<file path="src/rtl/dss_pkg.sv">
package dss_pkg;
  typedef enum logic [2:0] {
    CLS_ALU  = 3'd0,
    CLS_BR   = 3'd1,
    CLS_CALL = 3'd2,
    CLS_RET  = 3'd3,
    CLS_STOP = 3'd4
  } cls_e;

  typedef enum logic [1:0] {
    CC_ALWAYS = 2'd0,
    CC_EQ     = 2'd1,
    CC_GT     = 2'd2,
    CC_LEQ    = 2'd3
  } cc_e;

  typedef struct packed {
    logic z;
    logic n;
  } flags_t;

  function automatic logic cc_true(flags_t f, cc_e c);
    unique case (c)
      CC_ALWAYS: return 1'b1;
      CC_EQ:     return f.z;
      CC_GT:     return !f.z && !f.n;
      default:   return f.z || f.n;
    endcase
  endfunction
endpackage

</file>
<file path="src/rtl/dss_flag_hist.sv">
module dss_flag_hist
  import dss_pkg::*;
#(
  parameter int DEPTH = 4
) (
  input  logic   clk_i,
  input  logic   rst_ni,
  input  logic   clr_i,
  input  logic   adv_i,
  input  logic   we_i,
  input  flags_t new_i,
  output flags_t old_o
);
  flags_t h_q [DEPTH];

  // stage 0 holds flags after the newest instruction
  generate
    for (genvar g = 0; g < DEPTH; g++) begin : g_stage
      flags_t d;
      if (g == 0) begin : g_head
        assign d = we_i ? new_i : h_q[0];
      end else begin : g_tail
        assign d = h_q[g-1];
      end
      always_ff @(posedge clk_i or negedge rst_ni) begin
        if (!rst_ni)      h_q[g] <= '0;
        else if (clr_i)   h_q[g] <= '0;
        else if (adv_i)   h_q[g] <= d;
      end
    end
  endgenerate

  assign old_o = h_q[DEPTH-1];
endmodule

</file>
<file path="src/rtl/dss_redirect.sv">
module dss_redirect #(
  parameter int NSLOT = 3,
  parameter int AW    = 8,
  localparam int CW   = $clog2(NSLOT + 1)
) (
  input  logic          clk_i,
  input  logic          rst_ni,
  input  logic          clr_i,
  input  logic          adv_i,
  input  logic          load_i,
  input  logic          take_i,
  input  logic          stop_i,
  input  logic [AW-1:0] tgt_i,
  output logic          busy_o,
  output logic          fire_o,
  output logic          fire_stop_o,
  output logic [AW-1:0] tgt_o,
  output logic [CW-1:0] cnt_o
);
  logic [CW-1:0] cnt_q;
  logic          take_q, stop_q;
  logic [AW-1:0] tgt_q;

  always_ff @(posedge clk_i or negedge rst_ni) begin
    if (!rst_ni) begin
      cnt_q  <= '0;
      take_q <= 1'b0;
      stop_q <= 1'b0;
      tgt_q  <= '0;
    end else if (clr_i) begin
      cnt_q  <= '0;
      take_q <= 1'b0;
      stop_q <= 1'b0;
    end else if (adv_i) begin
      if (load_i) begin
        cnt_q  <= CW'(NSLOT);
        take_q <= take_i;
        stop_q <= stop_i;
        tgt_q  <= tgt_i;
      end else if (cnt_q != '0) begin
        cnt_q <= cnt_q - 1'b1;
      end
    end
  end

  logic last_slot;
  assign last_slot   = adv_i && !clr_i && (cnt_q == CW'(1)) && take_q;
  assign busy_o      = cnt_q != '0;
  assign fire_o      = last_slot && !stop_q;
  assign fire_stop_o = last_slot && stop_q;
  assign tgt_o       = tgt_q;
  assign cnt_o       = cnt_q;
endmodule

</file>
<file path="src/rtl/dss_ret_reg.sv">
module dss_ret_reg #(
  parameter int AW = 8
) (
  input  logic          clk_i,
  input  logic          rst_ni,
  input  logic          we_i,
  input  logic [AW-1:0] d_i,
  output logic [AW-1:0] q_o
);
  always_ff @(posedge clk_i or negedge rst_ni) begin
    if (!rst_ni)   q_o <= '0;
    else if (we_i) q_o <= d_i;
  end
endmodule

</file>
<file path="src/rtl/dss_seq.sv">
module dss_seq
  import dss_pkg::*;
#(
  parameter int AW    = 8,
  parameter int NSLOT = 3
) (
  input  logic          clk_i,
  input  logic          rst_ni,
  input  logic          start_i,
  input  logic [AW-1:0] start_addr_i,
  input  logic [2:0]    cls_i,
  input  logic [1:0]    cond_i,
  input  logic [AW-1:0] tgt_i,
  input  logic          flag_we_i,
  input  logic          flag_z_i,
  input  logic          flag_n_i,
  output logic [AW-1:0] pc_o,
  output logic          halt_o
);
  localparam int HDEPTH = NSLOT + 1;
  localparam int CW     = $clog2(NSLOT + 1);

  logic [AW-1:0] pc_q, pc_d;
  logic          halt_q, halt_d;
  logic          run;
  cls_e          cls;
  flags_t        old_flags, new_flags;
  logic          is_xfer, busy, accept, take;
  logic          fire, fire_stop;
  logic [AW-1:0] rd_tgt, ret_q, xfer_tgt;
  logic [CW-1:0] slot_cnt;

  assign cls       = cls_e'(cls_i);
  assign run       = !halt_q && !start_i;
  assign new_flags = '{z: flag_z_i, n: flag_n_i};

  dss_flag_hist #(.DEPTH(HDEPTH)) u_hist (
    .clk_i  (clk_i),
    .rst_ni (rst_ni),
    .clr_i  (start_i),
    .adv_i  (run),
    .we_i   (flag_we_i),
    .new_i  (new_flags),
    .old_o  (old_flags)
  );

  assign is_xfer  = cls inside {CLS_BR, CLS_CALL, CLS_RET, CLS_STOP};
  // transfers inside an open window are dropped (checker reports them)
  assign accept   = run && is_xfer && !busy;
  assign take     = (cls == CLS_STOP) || cc_true(old_flags, cc_e'(cond_i));
  assign xfer_tgt = (cls == CLS_RET) ? ret_q : tgt_i;

  dss_redirect #(.NSLOT(NSLOT), .AW(AW)) u_redir (
    .clk_i       (clk_i),
    .rst_ni      (rst_ni),
    .clr_i       (start_i),
    .adv_i       (run),
    .load_i      (accept),
    .take_i      (take),
    .stop_i      (cls == CLS_STOP),
    .tgt_i       (xfer_tgt),
    .busy_o      (busy),
    .fire_o      (fire),
    .fire_stop_o (fire_stop),
    .tgt_o       (rd_tgt),
    .cnt_o       (slot_cnt)
  );

  dss_ret_reg #(.AW(AW)) u_ret (
    .clk_i  (clk_i),
    .rst_ni (rst_ni),
    .we_i   (accept && (cls == CLS_CALL) && take),
    .d_i    (pc_q + AW'(NSLOT + 1)),
    .q_o    (ret_q)
  );

  always_comb begin
    pc_d   = pc_q;
    halt_d = halt_q;
    if (start_i) begin
      pc_d   = start_addr_i;
      halt_d = 1'b0;
    end else if (!halt_q) begin
      pc_d = fire ? rd_tgt : pc_q + 1'b1;
      if (fire_stop) halt_d = 1'b1;
    end
  end

  always_ff @(posedge clk_i or negedge rst_ni) begin
    if (!rst_ni) begin
      pc_q   <= '0;
      halt_q <= 1'b1;
    end else begin
      pc_q   <= pc_d;
      halt_q <= halt_d;
    end
  end

  assign pc_o   = pc_q;
  assign halt_o = halt_q;
endmodule

</file>
<file path="config.mk">
export PLATFORM = sky130hd
export DESIGN_NAME = dss_seq
export DESIGN_NICKNAME = d
export VERILOG_FILES = /design/src/rtl/dss_pkg.sv /design/src/rtl/dss_flag_hist.sv /design/src/rtl/dss_redirect.sv /design/src/rtl/dss_ret_reg.sv /design/src/rtl/dss_seq.sv
export SDC_FILE = /design/constraint.sdc
export NUM_CORES = 1
export LEC_CHECK = 0
export ABC_AREA = 1
export BUFFER_PORTS_ARGS = -buffer_cell sky130_fd_sc_hd__buf_2
export CORE_ASPECT_RATIO = 1.1
export CORE_UTILIZATION = 60
export DETAILED_ROUTE_END_ITERATION = 7
export GPL_TIMING_DRIVEN = 0
export PLACE_DENSITY = 0.93
export SKIP_LAST_GASP = 1
export SLEW_MARGIN = 20
export SYNTH_ARGS = -nofsm -noshare
export SYNTH_HDL_FRONTEND = slang
export SYNTH_SLANG_ARGS = --single-unit
</file>
<file path="constraint.sdc">
create_clock -name clk_i -period 2.35 [get_ports clk_i]
set_input_delay 0.47 -clock clk_i [delete_from_list [all_inputs] [get_ports clk_i]]
set_output_delay 0.47 -clock clk_i [all_outputs]
set_load 0.01 [all_outputs]
</file>
# Yosys cells after proc, flatten, opt, wreduce, memory -nomap -nowiden
# Index checks and enable logic that the tools add are counted.
# op_classes
add_sub_neg	3
n_eq_ne	8
muxes	27
bitwise	1
reduce_logical	30
# op_table
op	count
two-way mux 8 bit	4
two-way mux 2 bit	13
logical AND 1 bit	11
two-way mux 1 bit	9
adder 8 x 1 -> 8 bit, second input constant	1
adder 8 x 3 -> 8 bit, second input constant	1
nonzero test 2 bit	4
== test 3 x 2 -> 1 bit, second input constant	2
logical NOT 1 bit	6
AND reduction 2 bit	3
== test 2 x 1 -> 1 bit, second input constant	2
nonzero test 4 bit	1
== test 3 x 1 -> 1 bit, second input constant	1
== test 3 bit, second input constant	1
case mux 1 bit (3 select lines)	1
AND reduction 3 bit	1
nonzero test 3 bit	1
== test 2 bit, second input constant	1
logical NOT 2 bit	1
logical OR 1 bit	2
inequality test 2 bit, second input constant	1
subtractor 2 x 1 -> 2 bit, second input constant	1
inverter 1 bit	1
# word_totals
regBits	37
in_bits	27
out_inout_bits	9
word_cells	84

# Logic depth before layout (Yosys ltp)
# logic_depth
depth_word	9
depth_mapped	9
mapped_depth_nobuf	8

# By module
# A second synthesis with hierarchy kept.
# unflattened
cells_unflattened	270
area_unflattened_um2	2102.0
# modules_own_cells
module	instances	cells_per_inst	area_per_inst_um2	seq_area_each_um2
dss_seq	1	132	894.6	226.5
dss_redirect	1	67	550.5	300.3
dss_flag_hist	1	37	351.6	200.2
dss_ret_reg	1	34	305.3	200.2

# Worst setup path before layout
# No wires, ideal clock.
# synth_path
path_type	flip-flop to flip-flop
from	register halt_q (netlist: halt_o)
to	register u_redir.tgt_q[2] (netlist: u_redir.tgt_o[2])
setup_time_ns	0.117
t_arrival_ns	1.250
t_required_ns	2.233
setup_slack_ns	0.983
stages_incl_launch_ff	10
path_buffers	2
synth_period_minus_slack_ns	1.367
cell_sequence	dfstp_2 -> buf_6 -> nor2_4 -> nand2_4 -> inv_2 -> nand2_4 -> clkinv_4 -> buf_12 -> nand2_1 -> o21ai_2
# synth_via
elab_chain_cells	5
# synth_lines
element	line_no	rtl
start, declared	dss_seq.sv:24	logic halt_q, halt_d;
start signal, assigned	dss_seq.sv:95	halt_q <= halt_d;
logical NOT 1 bit *	n/a	
logical AND 1 bit *	dss_seq.sv:34	assign run = !halt_q && !start_i;
logical AND 1 bit (2 in a row)	dss_seq.sv:49	assign accept = run && is_xfer && !busy;
AND reduction 3 bit (no source line) *	n/a	
end signal, assigned	dss_redirect.sv:39	tgt_q <= tgt_i;
end, declared	dss_redirect.sv:22	logic [AW-1:0] tgt_q;
# Mark *: on every way between the ends. The rest lies on a longest branch, timed or not.
# A chain may end at the register's enable or synchronous reset.

# Worst setup path after layout
# layout_path
from	register u_redir.cnt_q[1] (netlist: u_redir.cnt_o[1])
to	register pc_q[0] (netlist: pc_o[0])
# layout_via
elab_chain_cells	7
# layout_lines
element	line_no	rtl
start, declared	dss_redirect.sv:20	logic [CW-1:0] cnt_q;
start signal, assigned	dss_redirect.sv:36	cnt_q <= CW'(NSLOT);
start signal, assigned	dss_redirect.sv:41	cnt_q <= cnt_q - 1'b1;
== test 2 x 1 -> 1 bit	dss_redirect.sv:47	assign last_slot = adv_i && !clr_i && (cnt_q == CW'(1)) && take_q;
logical AND 1 bit (2 in a row)	dss_redirect.sv:47	
logical AND 1 bit	dss_redirect.sv:49	assign fire_o = last_slot && !stop_q;
two-way mux 8 bit	dss_seq.sv:84	pc_d = fire ? rd_tgt : pc_q + 1'b1;
two-way mux 8 bit	dss_seq.sv:83	end else if (!halt_q) begin
two-way mux 8 bit	dss_seq.sv:80	if (start_i) begin
end signal, assigned	dss_seq.sv:94	pc_q <= pc_d;
end, declared	dss_seq.sv:23	logic [AW-1:0] pc_q, pc_d;
# Every way passes these cells. The select of a mux whose other input is x is not followed.

==> impl_metrics.ini <==
[routing]
wl_um = 4640
drt_iter0_drc = 115
firstDrtPassIters = 4
drcViolationCount = 0
vias = 1967
avgViaCountPerCell = 5.33
detail-route-antenna-nets = 0
wire_per_inst_um = 12.6

[clock_network]
post_cts_buffers = 0
cts_tree = done
root_buffer = clkbuf_4
ctsResizeCount = 0
cts_buffers = 5
cts_max_level = 2
cts_buffer_depth = 2
hold_buffers = 0
clkLatencyLatePin_ns = 0.36
cts.sinks = 37
cts.clk_slew.worst_paths_ns = 0.11

[worst_setup_path]
crit_path_start_kind = register
crit_fanout = 8
reg2reg_slack_ns = 0.73
crit_path_end_kind = register
crit_type = reg -> reg
required_ns = 2.60
rr_worst_depth = 7
reg2reg_from = u_redir.cnt_o[1]
reg2reg_to = pc_o[0]
arrival_ns = 1.88
cp-startpoint = u_redir.cnt_o[1]

[sta]
relSlewSlack = 0.478
fmax_ghz = 0.615
maxSlewViolCount = 0
hold_viol = 0
whs_ns = 0.180
min_period_ns = 1.62
fin_worst_skew_ns = 0.00284
min_period_over_period = 0.691
setup_viol = 0
tightest_slew_ns = 0.783
final.setup.tns_ns = 0
grt_setup_unrepaired = false

[cells_and_area]
multi_input_area_um2 = 932
final_area_mm2 = 0.00241
syn2layout_area_growth_pct = 15.3
antennaDiodeCount = 0
nFillCells = 263
seq_area_um2 = 927
drive_gt1_frac = 0.190
post_layout_nonfiller_instances = 369
nets = 351

[yosys]
synthTopCellsByArea = dfrtp_1, nand2_1, nand3_1
synth-edff-count = 0
synthSimpleGateAreaFrac = 0.297
yosys.area.top_type = dfrtp_1
synth_xor_area_frac = 0.0167
synth-compound-area-share = 0.108
synth.area.mux_share = 0
yosysSeqAreaShare = 0.443
synthTopCellsByCount = nand2_1, inv_1, dfrtp_1, nand3_1, o21ai_0
avgSynthCellArea_um2 = 7.53
ys_ff_latch = 37
synth.most_common_cell = nand2_1
yosysWarnings = 0
synth_cell_types = 27
async_reset_ff_frac = 1.00
synth_top_family_by_area = simple AND/OR/NAND/NOR gates
synth_cells = 278
synth_fa_ha_area_frac = 0.0239
synthFlopType = dfrtp_1
synth.cell_area_mm2 = 0.00209
synth_nets = 309
synth_top_area_frac = 0.430

[run_status]
status = finished clean

[floorplan]
start_util = 0.629
fp.dieW_um = 58.3
dieArea_mm2 = 0.00373
core-area_mm2 = 0.00333
rows = 22
ioPinCount = 36
die_h_um = 64.0

[pwr]
pwr_density_cell_mw_per_mm2 = 802
ir_drop_v = 0.000485
leakage_uw = 0.00128

[global_routing]
grt_start_max_net_pins = 38
grt_pass1_vias = 1881
met3_usage = 0.0709
grt_overflow = 0
use_met1 = 0.368
antenna_found_initial = 0
busiest_layer = met2
grtUsageMet2 = 0.471
grt_use_total = 0.291
grt_pass1_wl_um = 8180

[placement]
portBuffers = 35
placed_area_mm2 = 0.00233
place_congestion = 0.837
dp_hpwl_um = 3400
dp_cells = 361

[job]
maxCapViolCount = 0

[min_path]
min_path_type = in -> async
[worst max-delay path, stage by stage, from the launching register on]
cell	delay (ns)
dfrtp_1	0.40
inv_1	0.09
ha_1	0.17
nand2_1	0.07
nor2_2	0.25
nand2_1	0.26
o211ai_1	0.23
nand2_1	0.06
[cell families (layout without fill, tap and decap cells)]
group                      after synthesis  in the layout
adders and majority gates                4              4
DFF                                     37             37
buffers and inverters                   52             95
AOI/OAI and AO/OA                       42             42
xor gates and xnor gates                 4              4
and+or+nand+nor                        139            139
[state kept, by name, indices dropped and copies added (netlist names)]
name / count
pc_o: 8
u_redir.take_q: 1
u_redir.cnt_o: 2
u_hist.old_o: 2
u_redir.stop_q: 1
u_hist.g_stage.d: 6
u_redir.tgt_o: 8
halt_o: 1
u_ret.q_o: 8
[worst max-delay path by stage]
stage | end | slack (ns)
3_5_place_dp | u_redir.tgt_o[5] | 0.78
4_1_cts | pc_o[0] | 0.73
3_3_place_gp | u_redir.tgt_o[6] | 0.83
2_1_floorplan | u_redir.tgt_o[2] | 0.98
5_1_grt | pc_o[0] | 0.58
6_report | pc_o[0] | 0.73
[report_power, final]
group	switching, uW	internal, uW
Clock	215	254
Combinational	337	211
Sequential	114	806
Total	665	1270
[metrics by stage]
stage	power, uW	setup WS [ns]	utilization
6_report	1940	0.725	0.725
5_1_grt	2070	0.583	0.725
4_1_cts	1930	0.732	0.725
3_5_place_dp	1460	0.785	0.699
3_3_place_gp	1430	0.828	0.699
2_1_floorplan	1290	0.983	-
[layout by cell type (no fill, tap or decap), drive strengths merged]
cell,instances
ha,4
a21oi,6
buf,42
nand2,85
nor2,13
nand4,4
dfrtp,36
clkinv,1
xor2,4
dfstp,1
clkbuf,9
o22ai,5
o21a,1
nand3,36
inv,42
or2,1
bufinv,1
o211ai,1
o21ai,29
[final cells by class]
class	instances	area share
clock buffers	7	0.0228
clock inverters	1	0.0124
plain buffers	9	0.0285
multi-input cells	189	0.386
inverters	43	0.0689
well taps	48	0.0249
repair buffers	35	0.0725
flip-flops and latches	37	0.384
[layer usage]
layer	vias up	share of wire	routed length, um
li1	972	-	-
met4	0	0.021	96
met1	910	0.43	1980
met2	73	0.49	2270
met3	12	0.064	295
met5	-	0	0
(Power assumes the default switching activity.)
